<file path="src/rtl/sar_seq_pkg.sv">
package sar_seq_pkg;
  localparam int IDX_W = 5;

  typedef enum logic [1:0] {
    ST_IDLE  = 2'd0,
    ST_TRACK = 2'd1,
    ST_CONV  = 2'd2
  } seqState_t;

  typedef struct packed {
    logic             clearWork;
    logic             decideBit;
    logic             latchResult;
    logic [IDX_W-1:0] bitIdx;
  } sarStrobe_t;

  localparam logic [1:0] SEL_SW   = 2'b00;
  localparam logic [1:0] SEL_TMRA = 2'b01;
  localparam logic [1:0] SEL_EXT  = 2'b10;
  localparam logic [1:0] SEL_TMRB = 2'b11;
endpackage

</file>
<file path="src/rtl/sar_seq_dp.sv">
module sar_seq_dp
  import sar_seq_pkg::*;
#(
  parameter int RES_BITS = 10,
  parameter int SYNC_STAGES = 2
) (
  input  logic                clk,
  input  logic                rst_n,
  input  logic                extPinRaw,
  input  logic                cmpBit,
  input  sarStrobe_t          strobe,
  output logic                extLevel,
  output logic                extRise,
  output logic [RES_BITS-1:0] trialCode,
  output logic [RES_BITS-1:0] result
);
  logic [SYNC_STAGES:0]  syncChain;
  logic [RES_BITS-1:0]   work;
  logic [RES_BITS-1:0]   testMask;

  // synchroniser plus one extra stage for edge detection
  always_ff @(posedge clk or negedge rst_n) begin
    if (!rst_n) syncChain <= '0;
    else        syncChain <= {syncChain[SYNC_STAGES-1:0], extPinRaw};
  end

  assign extLevel = syncChain[SYNC_STAGES-1];
  assign extRise  = syncChain[SYNC_STAGES-1] & ~syncChain[SYNC_STAGES];

  for (genvar i = 0; i < RES_BITS; i++) begin : g_mask
    assign testMask[i] = strobe.decideBit && (strobe.bitIdx == IDX_W'(i));
  end

  assign trialCode = work | testMask;

  always_ff @(posedge clk or negedge rst_n) begin
    if (!rst_n) begin
      work <= '0;
    end else if (strobe.clearWork) begin
      work <= '0;
    end else if (strobe.decideBit) begin
      work <= (work & ~testMask) | (testMask & {RES_BITS{cmpBit}});
    end
  end

  always_ff @(posedge clk or negedge rst_n) begin
    if (!rst_n)                  result <= '0;
    else if (strobe.latchResult) result <= work;
  end
endmodule

</file>
<file path="src/rtl/sar_seq_ctrl.sv">
module sar_seq_ctrl
  import sar_seq_pkg::*;
#(
  parameter int RES_BITS = 10,
  parameter int LP_TRACK_CLKS = 3
) (
  input  logic       clk,
  input  logic       rst_n,
  input  logic [1:0] startSel,
  input  logic       lowPowerMode,
  input  logic       sleepReq,
  input  logic       swStart,
  input  logic       tmrAOvf,
  input  logic       tmrBOvf,
  input  logic       extRise,
  input  logic       extLevel,
  output sarStrobe_t strobe,
  output logic       busy,
  output logic       trackPhase,
  output logic       convPhase,
  output logic       lowPowerIdle,
  output logic       donePulse
);
  localparam int CONV_CLKS = RES_BITS + 1;
  localparam int CNT_W = $clog2(CONV_CLKS + LP_TRACK_CLKS + 1);
  localparam logic [CNT_W-1:0] LAST_CONV  = CNT_W'(CONV_CLKS - 1);
  localparam logic [CNT_W-1:0] LAST_TRACK = CNT_W'(LP_TRACK_CLKS - 1);
  localparam logic [CNT_W-1:0] NUM_BITS   = CNT_W'(RES_BITS);

  seqState_t        state;
  logic [CNT_W-1:0] cnt;
  logic             startEvt;
  logic             extMode;
  logic             idleTrack;

  assign extMode = (startSel == SEL_EXT);

  always_comb begin
    unique case (startSel)
      SEL_SW:   startEvt = swStart;
      SEL_TMRA: startEvt = tmrAOvf;
      SEL_TMRB: startEvt = tmrBOvf;
      default:  startEvt = extRise;
    endcase
  end

  always_ff @(posedge clk or negedge rst_n) begin
    if (!rst_n) begin
      state     <= ST_IDLE;
      cnt       <= '0;
      donePulse <= 1'b0;
    end else begin
      donePulse <= 1'b0;
      unique case (state)
        ST_IDLE: begin
          cnt <= '0;
          if (startEvt) begin
            state <= (lowPowerMode && !extMode) ? ST_TRACK : ST_CONV;
          end
        end
        ST_TRACK: begin
          if (cnt == LAST_TRACK) begin
            state <= ST_CONV;
            cnt   <= '0;
          end else begin
            cnt <= cnt + 1'b1;
          end
        end
        ST_CONV: begin
          if (cnt == LAST_CONV) begin
            state     <= ST_IDLE;
            cnt       <= '0;
            donePulse <= 1'b1;
          end else begin
            cnt <= cnt + 1'b1;
          end
        end
        default: state <= ST_IDLE;
      endcase
    end
  end

  assign strobe.clearWork   = (state != ST_CONV);
  assign strobe.decideBit   = (state == ST_CONV) && (cnt < NUM_BITS);
  assign strobe.latchResult = (state == ST_CONV) && (cnt == LAST_CONV);
  assign strobe.bitIdx      = IDX_W'(RES_BITS - 1) - IDX_W'(cnt);

  assign idleTrack    = lowPowerMode ? (extMode && !extLevel) : 1'b1;
  assign busy         = (state != ST_IDLE);
  assign convPhase    = (state == ST_CONV);
  assign trackPhase   = !sleepReq &&
                        ((state == ST_TRACK) || ((state == ST_IDLE) && idleTrack));
  assign lowPowerIdle = !trackPhase && !convPhase;
endmodule

</file>
<file path="src/rtl/sar_seq_top.sv">
module sar_seq_top
  import sar_seq_pkg::*;
#(
  parameter int RES_BITS = 10,
  parameter int LP_TRACK_CLKS = 3,
  parameter int SYNC_STAGES = 2
) (
  input  logic                clk,
  input  logic                rst_n,
  input  logic [1:0]          startSel,
  input  logic                lowPowerMode,
  input  logic                sleepReq,
  input  logic                swStart,
  input  logic                tmrAOvf,
  input  logic                tmrBOvf,
  input  logic                extConvPin,
  input  logic                cmpBit,
  output logic [RES_BITS-1:0] trialCode,
  output logic                trackPhase,
  output logic                convPhase,
  output logic                lowPowerIdle,
  output logic                busy,
  output logic                donePulse,
  output logic [RES_BITS-1:0] result
);
  sarStrobe_t strobe;
  logic       extLevel;
  logic       extRise;

  sar_seq_ctrl #(.RES_BITS(RES_BITS), .LP_TRACK_CLKS(LP_TRACK_CLKS)) u_ctrl (
    .clk(clk), .rst_n(rst_n), .startSel(startSel), .lowPowerMode(lowPowerMode),
    .sleepReq(sleepReq), .swStart(swStart), .tmrAOvf(tmrAOvf), .tmrBOvf(tmrBOvf),
    .extRise(extRise), .extLevel(extLevel), .strobe(strobe), .busy(busy),
    .trackPhase(trackPhase), .convPhase(convPhase), .lowPowerIdle(lowPowerIdle),
    .donePulse(donePulse)
  );

  sar_seq_dp #(.RES_BITS(RES_BITS), .SYNC_STAGES(SYNC_STAGES)) u_dp (
    .clk(clk), .rst_n(rst_n), .extPinRaw(extConvPin), .cmpBit(cmpBit),
    .strobe(strobe), .extLevel(extLevel), .extRise(extRise),
    .trialCode(trialCode), .result(result)
  );
endmodule

</file>
<file path="config.mk">
export PLATFORM = sky130hd
export DESIGN_NAME = sar_seq_top
export DESIGN_NICKNAME = d
export VERILOG_FILES = /design/src/rtl/sar_seq_pkg.sv /design/src/rtl/sar_seq_dp.sv /design/src/rtl/sar_seq_ctrl.sv /design/src/rtl/sar_seq_top.sv
export SDC_FILE = /design/constraint.sdc
export NUM_CORES = 1
export LEC_CHECK = 0
export BUFFER_PORTS_ARGS = -buffer_cell sky130_fd_sc_hd__buf_2
export CORE_ASPECT_RATIO = 1.1
export CORE_UTILIZATION = 50
export DETAILED_ROUTE_END_ITERATION = 8
export HOLD_SLACK_MARGIN = 0.15
export PLACE_DENSITY = 0.79
export RECOVER_POWER = 100
export SKIP_LAST_GASP = 1
export SLEW_MARGIN = 40
export SYNTH_ARGS = -nofsm -noshare
export SYNTH_HDL_FRONTEND = slang
export SYNTH_SLANG_ARGS = --single-unit
</file>
<file path="constraint.sdc">
create_clock -name clk -period 2.6 [get_ports clk]
set_input_delay 0.52 -clock clk [delete_from_list [all_inputs] [get_ports clk]]
set_output_delay 0.52 -clock clk [all_outputs]
set_load 0.01 [all_outputs]
</file>
==> impl_metrics.csv, run 1 <==
group,metric,value,unit
setup_path,crit_path_end_kind,"primary output",
clock_network,clk_pin_slew,0.10,ns
setup_path,r2r_cells,6,
timing,maxSlewHeadroom,-4.29,%
clock_network,cts_buffers,5,
synth,netlist_area,0.00164,mm2
synth,synth-edff-count,0,
final_layout,fill_cells,283,
clock_network,cts_setup_buffers,0,
setup_path,cp_max_fo,8,
setup_path,r2r-start,"u_ctrl.cnt[0]",
global_routing,grt-ovfl-total,0,
floorplan,io_pins,36,
final_layout,antennaDiodeCount,0,
routing,vias_per_cell,5.35,
final_layout,stdcell_count,248,
timing,worst_slew_pin_slew,1.56,ns
setup_path,critPathKind,"reg2out",
placement,place_area,0.00185,mm2
synth,synthesis.nets,195,
synth,synthArstFlopShare,100,%
status,violations,"capacitance limit, slew limit",
global_routing,grt.total_usage,19.0,%
clock_network,clkLatencyLatePin,0.34,ns
clock_network,cts_root_buf,"clkbuf_4",
floorplan,core_area,0.00307,mm2
routing,wl_per_cell,12.5,um
setup_path,r2r-end,"u_ctrl.state[0]",
timing,grt_setup_unrepaired,"false",
setup_path,crit_path_start_kind,"register",
floorplan,die_h,62.0,um
worst_hold_path,hp-start,"extConvPin",
timing,finalCritPeriodShare,94.1,%
timing,max_freq,0.409,GHz
setup_path,critical_path.top_delay_family,"flip-flops",
power_and_ir_drop,worst_ir_drop_vdd,0.000606,V
timing,min_period,2.45,ns
floorplan,die_area,0.00350,mm2
routing,drc,0,
clock_network,cts_tree,"built",
setup_path,cp_cell_sequence,"inv_2 > ha_2 > xnor2_1 > buf_4 > nand3_1 > o21ai_0 > clkbuf_1",
placement,gp_congestion,0.818,
final_layout,final_common_cell,"dfrtp_1",
worst_hold_path,hold_depth,1,
worst_hold_path,hold_path_class,"in2reg",
power_and_ir_drop,power.leakage,0.872,nW
synth,synth_top_flop_cell,"dfrtp_1",
synth,synth_cell_types,35,
routing,initialDrtViolationCount,50,
flow_run,drv_cap,1,
timing,fin_setup_tns,0,ns
final_layout,drive_gt1_share,16.8,%
synth,avgSynthCellArea,9.45,um2
timing,fin_skew,0.0134,ns
worst_hold_path,worstHoldEndpoint,"u_dp.syncChain[0]",
setup_path,cp.required,2.08,ns
status,outcome,"finished, violations left",
timing,maxSlewViolCount,31,
setup_path,reg2reg_slack,0.32,ns
placement,dp_hpwl,2.33,mm
clock_network,h-tree-depth,2,
final_layout,final_nets,235,
power_and_ir_drop,power_density,843,mW/mm2
floorplan,start_util,53.2,%
global_routing,grt_max_degree,31,
synth,yosysWarningCount,0,
power_and_ir_drop,finalPower,1.58,mW
routing,dr_total_vias,1326,
global_routing,antenna_found_initial,0,
final_layout,final_cell_mix,"dfrtp_1, o21ai_0, clkbuf_1, nand2_1, inv_1",
placement,portBuffers,35,
setup_path,cp_num_buf_inv,3,
timing,hold_violations,0,
global_routing,grt_pass1_wl,5.03,mm
synth,synth_seq_cells,30,
routing,wirelength,3.10,mm
setup_path,worstPathArrival,1.93,ns
final_layout,area_growth,14.7,%
setup_path,slowest_stage,"dfrtp_2",
synth,syn_inst,173,
clock_network,clockBufferDepth,2,
synth,seq_area_frac_synth,45.9,%
placement,dp_cells,240,
setup_path,slowest_delay,0.46,ns
floorplan,dieWidth,56.5,um
global_routing,grt_pass1_vias,1190,
timing,setup_viol,0,
routing,first_pass_iters,4,
final_layout,stdcell_area,0.00188,mm2
routing,ant_nets,0,
timing,fin_hold_ws,0.281,ns
clock_network,cts.sinks,30,
floorplan,rows,21,
-- registers in the layout, indices dropped and copies added (netlist names) --
signal            count
u_dp.result          10
u_dp.syncChain        3
u_ctrl.donePulse      1
u_ctrl.cnt            4
u_ctrl.state          2
u_dp.work            10
-- synth_stat cells (all sizes together) (3+ instances only) --
| library cell | n | area, um2 |
|---|---|---|
| o22ai | 7 | 43.8 |
| nand3 | 14 | 70.1 |
| inv | 19 | 71.3 |
| clkbuf | 3 | 11.3 |
| a21oi | 12 | 60.1 |
| ha | 11 | 138 |
| dfrtp | 30 | 751 |
| nor2 | 5 | 18.8 |
| o21ai | 21 | 105 |
| o2bb2ai | 3 | 26.3 |
| nand2 | 19 | 71.3 |
-- repair_timing --
item                       in CTS  in global routing
hold buffers                    0                  0
gates resized for setup         0                  5
setup endpoints to repair       0                  8
-- how the worst max path moves through the flow --
| stage | start | endpoint | cells after the start |
|---|---|---|---|
| detailed placement | u_ctrl.cnt[1] | trialCode[4] | 7 |
| global route | u_ctrl.cnt[1] | trialCode[4] | 7 |
| CTS | u_ctrl.cnt[1] | trialCode[4] | 7 |
| floorplan | u_ctrl.cnt[1] | trialCode[0] | 5 |
| finish | u_ctrl.cnt[1] | trialCode[4] | 7 |
| global placement | u_ctrl.cnt[1] | trialCode[7] | 7 |
-- cell type report --
| type | count | area, um2 | area share (%) |
|---|---|---|---|
| clock inverter | 3 | 40.0 | 2.13 |
| multi-input combinational | 119 | 762 | 40.6 |
| sequential | 30 | 752 | 40.1 |
| timing repair buffer | 38 | 170 | 9.07 |
| tap | 34 | 42.5 | 2.27 |
| clock buffer | 5 | 37.5 | 2.00 |
| inverter | 19 | 71.3 | 3.80 |
-- logic make-up (layout without fill, tap and decap cells) --
logic type                 Yosys count  count (layout)  synth area share (%)
and+or+nand+nor                     50              50                  14.8
adders and majority gates           11              11                  8.42
buffers and inverters               24              65                  6.04
AOI/OAI and AO/OA                   52              52                  21.0
DFF                                 30              30                  45.9
muxes                                4               4                  2.83
xor gates and xnor gates             2               2                  1.07
-- power breakdown --
group	internal (mW)	leakage (nW)	switching, mW
clock	0.199	0.0450	0.167
sequential	0.511	0.383	0.0414
combinational	0.270	0.443	0.392
-- worst register-to-register path, delay by kind of cell (launching register included) --
family / cells / cell delay, ns
compound gates: 2 / 0.61
flops: 1 / 0.46
simple gates: 1 / 0.40
mux: 1 / 0.37
fa+ha+maj: 1 / 0.23
buf+inv: 1 / 0.13
-- per-layer routing --
metal / vias to the layer above / GRT usage [%] / routed length [um] / part of all wire (%)
met5: - / 0 / 0 / 0
met4: 0 / 10.5 / 65 / 2.1
met3: 8 / 3.93 / 125 / 4.0
met2: 31 / 33.6 / 1520 / 49
met1: 606 / 22.2 / 1390 / 45
li1: 681 / - / - / -
-- metrics by stage --
step | worst slack, ns | utilization (%)
detailed placement | 0.440 | 60.1
finish | 0.152 | 61.0
global placement | 0.469 | 60.1
global route | 0.0251 | 61.0
floorplan | 0.416 | -
CTS | 0.0697 | 62.6
Power figures use the tool's default switching activity.
==> run 2, diff against run 1 <==
--- a/config.mk
+++ b/config.mk
@@ -7,9 +7,9 @@
 export LEC_CHECK = 0
 export BUFFER_PORTS_ARGS = -buffer_cell sky130_fd_sc_hd__buf_2
 export CORE_ASPECT_RATIO = 1.1
+export CORE_MARGIN = 3
 export CORE_UTILIZATION = 50
 export DETAILED_ROUTE_END_ITERATION = 8
-export HOLD_SLACK_MARGIN = 0.15
 export PLACE_DENSITY = 0.79
 export RECOVER_POWER = 100
 export SKIP_LAST_GASP = 1
==> run 2 against run 1 <==
Compared with the run above: the flow still finishes with violations (capacitance limit, slew limit); highest routed layer is now met3; largest power group unchanged; setup slack got worse by 0.029 ns; combinational power increased by 2%; sequential power about the same; critical path type unchanged.
==> impl_metrics.csv, run 2 (same netlist as run 1, synthesis figures left out) <==
group,metric,value,unit
placement,dp_hpwl,2.41,mm
power_and_ir_drop,finalPower,1.47,mW
setup_path,cp_cell_sequence,"inv_1 > ha_2 > inv_1 > nand3_1 > o21ai_0 > clkbuf_2",
final_layout,final_common_cell,"dfrtp_1",
clock_network,cts_buffers,5,
routing,first_pass_iters,4,
power_and_ir_drop,power.leakage,0.863,nW
clock_network,cts.sinks,30,
timing,setup_viol,0,
placement,portBuffers,35,
clock_network,cts_setup_buffers,0,
clock_network,cts_root_buf,"clkbuf_4",
timing,finalCritPeriodShare,95.3,%
worst_hold_path,hold_depth,1,
global_routing,antenna_found_initial,0,
global_routing,grt_pass1_wl,5.29,mm
timing,fin_setup_tns,0,ns
flow_run,drv_cap,1,
setup_path,cp.required,2.08,ns
worst_hold_path,hold_path_class,"in2reg",
routing,dr_total_vias,1345,
timing,hold_violations,0,
timing,maxSlewViolCount,31,
routing,vias_per_cell,5.45,
global_routing,grt_max_degree,31,
global_routing,grt.total_usage,17.2,%
timing,grt_setup_unrepaired,"false",
routing,drc,0,
setup_path,crit_path_end_kind,"primary output",
routing,wl_per_cell,12.6,um
timing,fin_skew,0.0107,ns
final_layout,top_regs,"u_dp.result x10, u_dp.work x10, u_ctrl.cnt x4",
routing,wirelength,3.12,mm
setup_path,crit_top_cell,"inv_1",
setup_path,critical_path_depth,6,
setup_path,slowest_stage,"dfrtp_1",
status,outcome,"finished, violations left",
power_and_ir_drop,worst_ir_drop_vdd,0.000625,V
clock_network,cts_tree,"built",
timing,maxSlewHeadroom,-2.90,%
setup_path,critPathKind,"reg2out",
routing,ant_nets,0,
final_layout,final_nets,235,
final_layout,antennaDiodeCount,0,
global_routing,grt_pass1_vias,1280,
timing,min_period,2.48,ns
routing,initialDrtViolationCount,50,
final_layout,fill_cells,319,
clock_network,clockBufferDepth,2,
setup_path,worstPathArrival,1.96,ns
timing,max_freq,0.404,GHz
floorplan,core_area,0.00310,mm2
floorplan,dieWidth,60.5,um
floorplan,io_pins,36,
global_routing,grt-ovfl-total,0,
clock_network,clk_pin_slew,0.09,ns
status,violations,"capacitance limit, slew limit",
setup_path,cp_max_fo,7,
floorplan,rows,21,
placement,place_area,0.00185,mm2
floorplan,die_area,0.00399,mm2
final_layout,final_cell_mix,"dfrtp_1, o21ai_0, clkbuf_1, inv_1, nand2_1",
floorplan,die_h,66.0,um
power_and_ir_drop,power_density,796,mW/mm2
setup_path,r2r_cells,6,
final_layout,drive_gt1_share,15.5,%
final_layout,area_growth,12.9,%
floorplan,start_util,52.7,%
setup_path,crit_path_start_kind,"register",
clock_network,h-tree-depth,2,
setup_path,cp_num_buf_inv,3,
clock_network,hold_buffers,0,
setup_path,slowest_delay,0.44,ns
final_layout,stdcell_area,0.00185,mm2
clock_network,clkLatencyLatePin,0.32,ns
setup_path,critical_path.top_delay_family,"buffers and inverters",
timing,worst_slew_pin_slew,1.54,ns
placement,gp_congestion,0.811,
==> run 2: final cells by class <==
| class | count | area (um2) | share of cell area (%) |
|---|---|---|---|
| Timing Repair Buffer | 38 | 170 | 9.22 |
| Multi-Input combinational cell | 119 | 762 | 41.3 |
| Clock buffer | 5 | 37.5 | 2.03 |
| Clock inverter | 2 | 10.0 | 0.542 |
| Inverter | 19 | 71.3 | 3.86 |
| Sequential cell | 30 | 752 | 40.7 |
| Tap cell | 34 | 42.5 | 2.31 |
==> run 2: metal layers <==
metal  GRT usage, %  vias up  wire length [um]  share of wire [%]
met4           3.25        0                 0                  0
met1           21.1      621              1370                 44
li1               -      681                 -                  -
met3           4.88        0               206                6.6
met2           29.9       43              1540                 49
met5              0        -                 0                  0
==> run 2: worst paths after layout <==
check / start / slack, ns / endpoint
hold reg to reg: u_dp.syncChain[0] / 0.36 / u_dp.syncChain[1]
hold / removal: extConvPin / 0.31 / u_dp.syncChain[0]
max in group asynchronous: rst_n / 1.03 / u_ctrl.cnt[1]
min in group asynchronous: rst_n / 0.57 / u_dp.result[2]
setup reg to reg: u_ctrl.cnt[0] / 0.31 / u_ctrl.state[0]
setup / recovery: u_ctrl.cnt[2] / 0.12 / trialCode[0]
==> run 2: timing repair <==
action,4_1_cts,5_1_grt
resized for setup,0,3
setup endpoints to repair,0,8
hold endpoints to repair,0,0
==> run 2: power by group <==
part / switching (mW) / internal, mW
combinational: 0.399 / 0.274
sequential: 0.0385 / 0.511
clock: 0.149 / 0.0970
total: 0.587 / 0.883
==> run 2: per-stage QoR <==
stage	utilization, %	setup WS, ns	hold slack [ns]	std cells
after floorplan	-	0.416	0.224	173
after global placement	59.6	0.470	0.336	240
after detailed placement	59.6	0.458	0.340	240
after CTS	61.1	0.0881	0.237	247
after global routing	59.5	0.0147	0.301	247
final	59.5	0.123	0.313	247
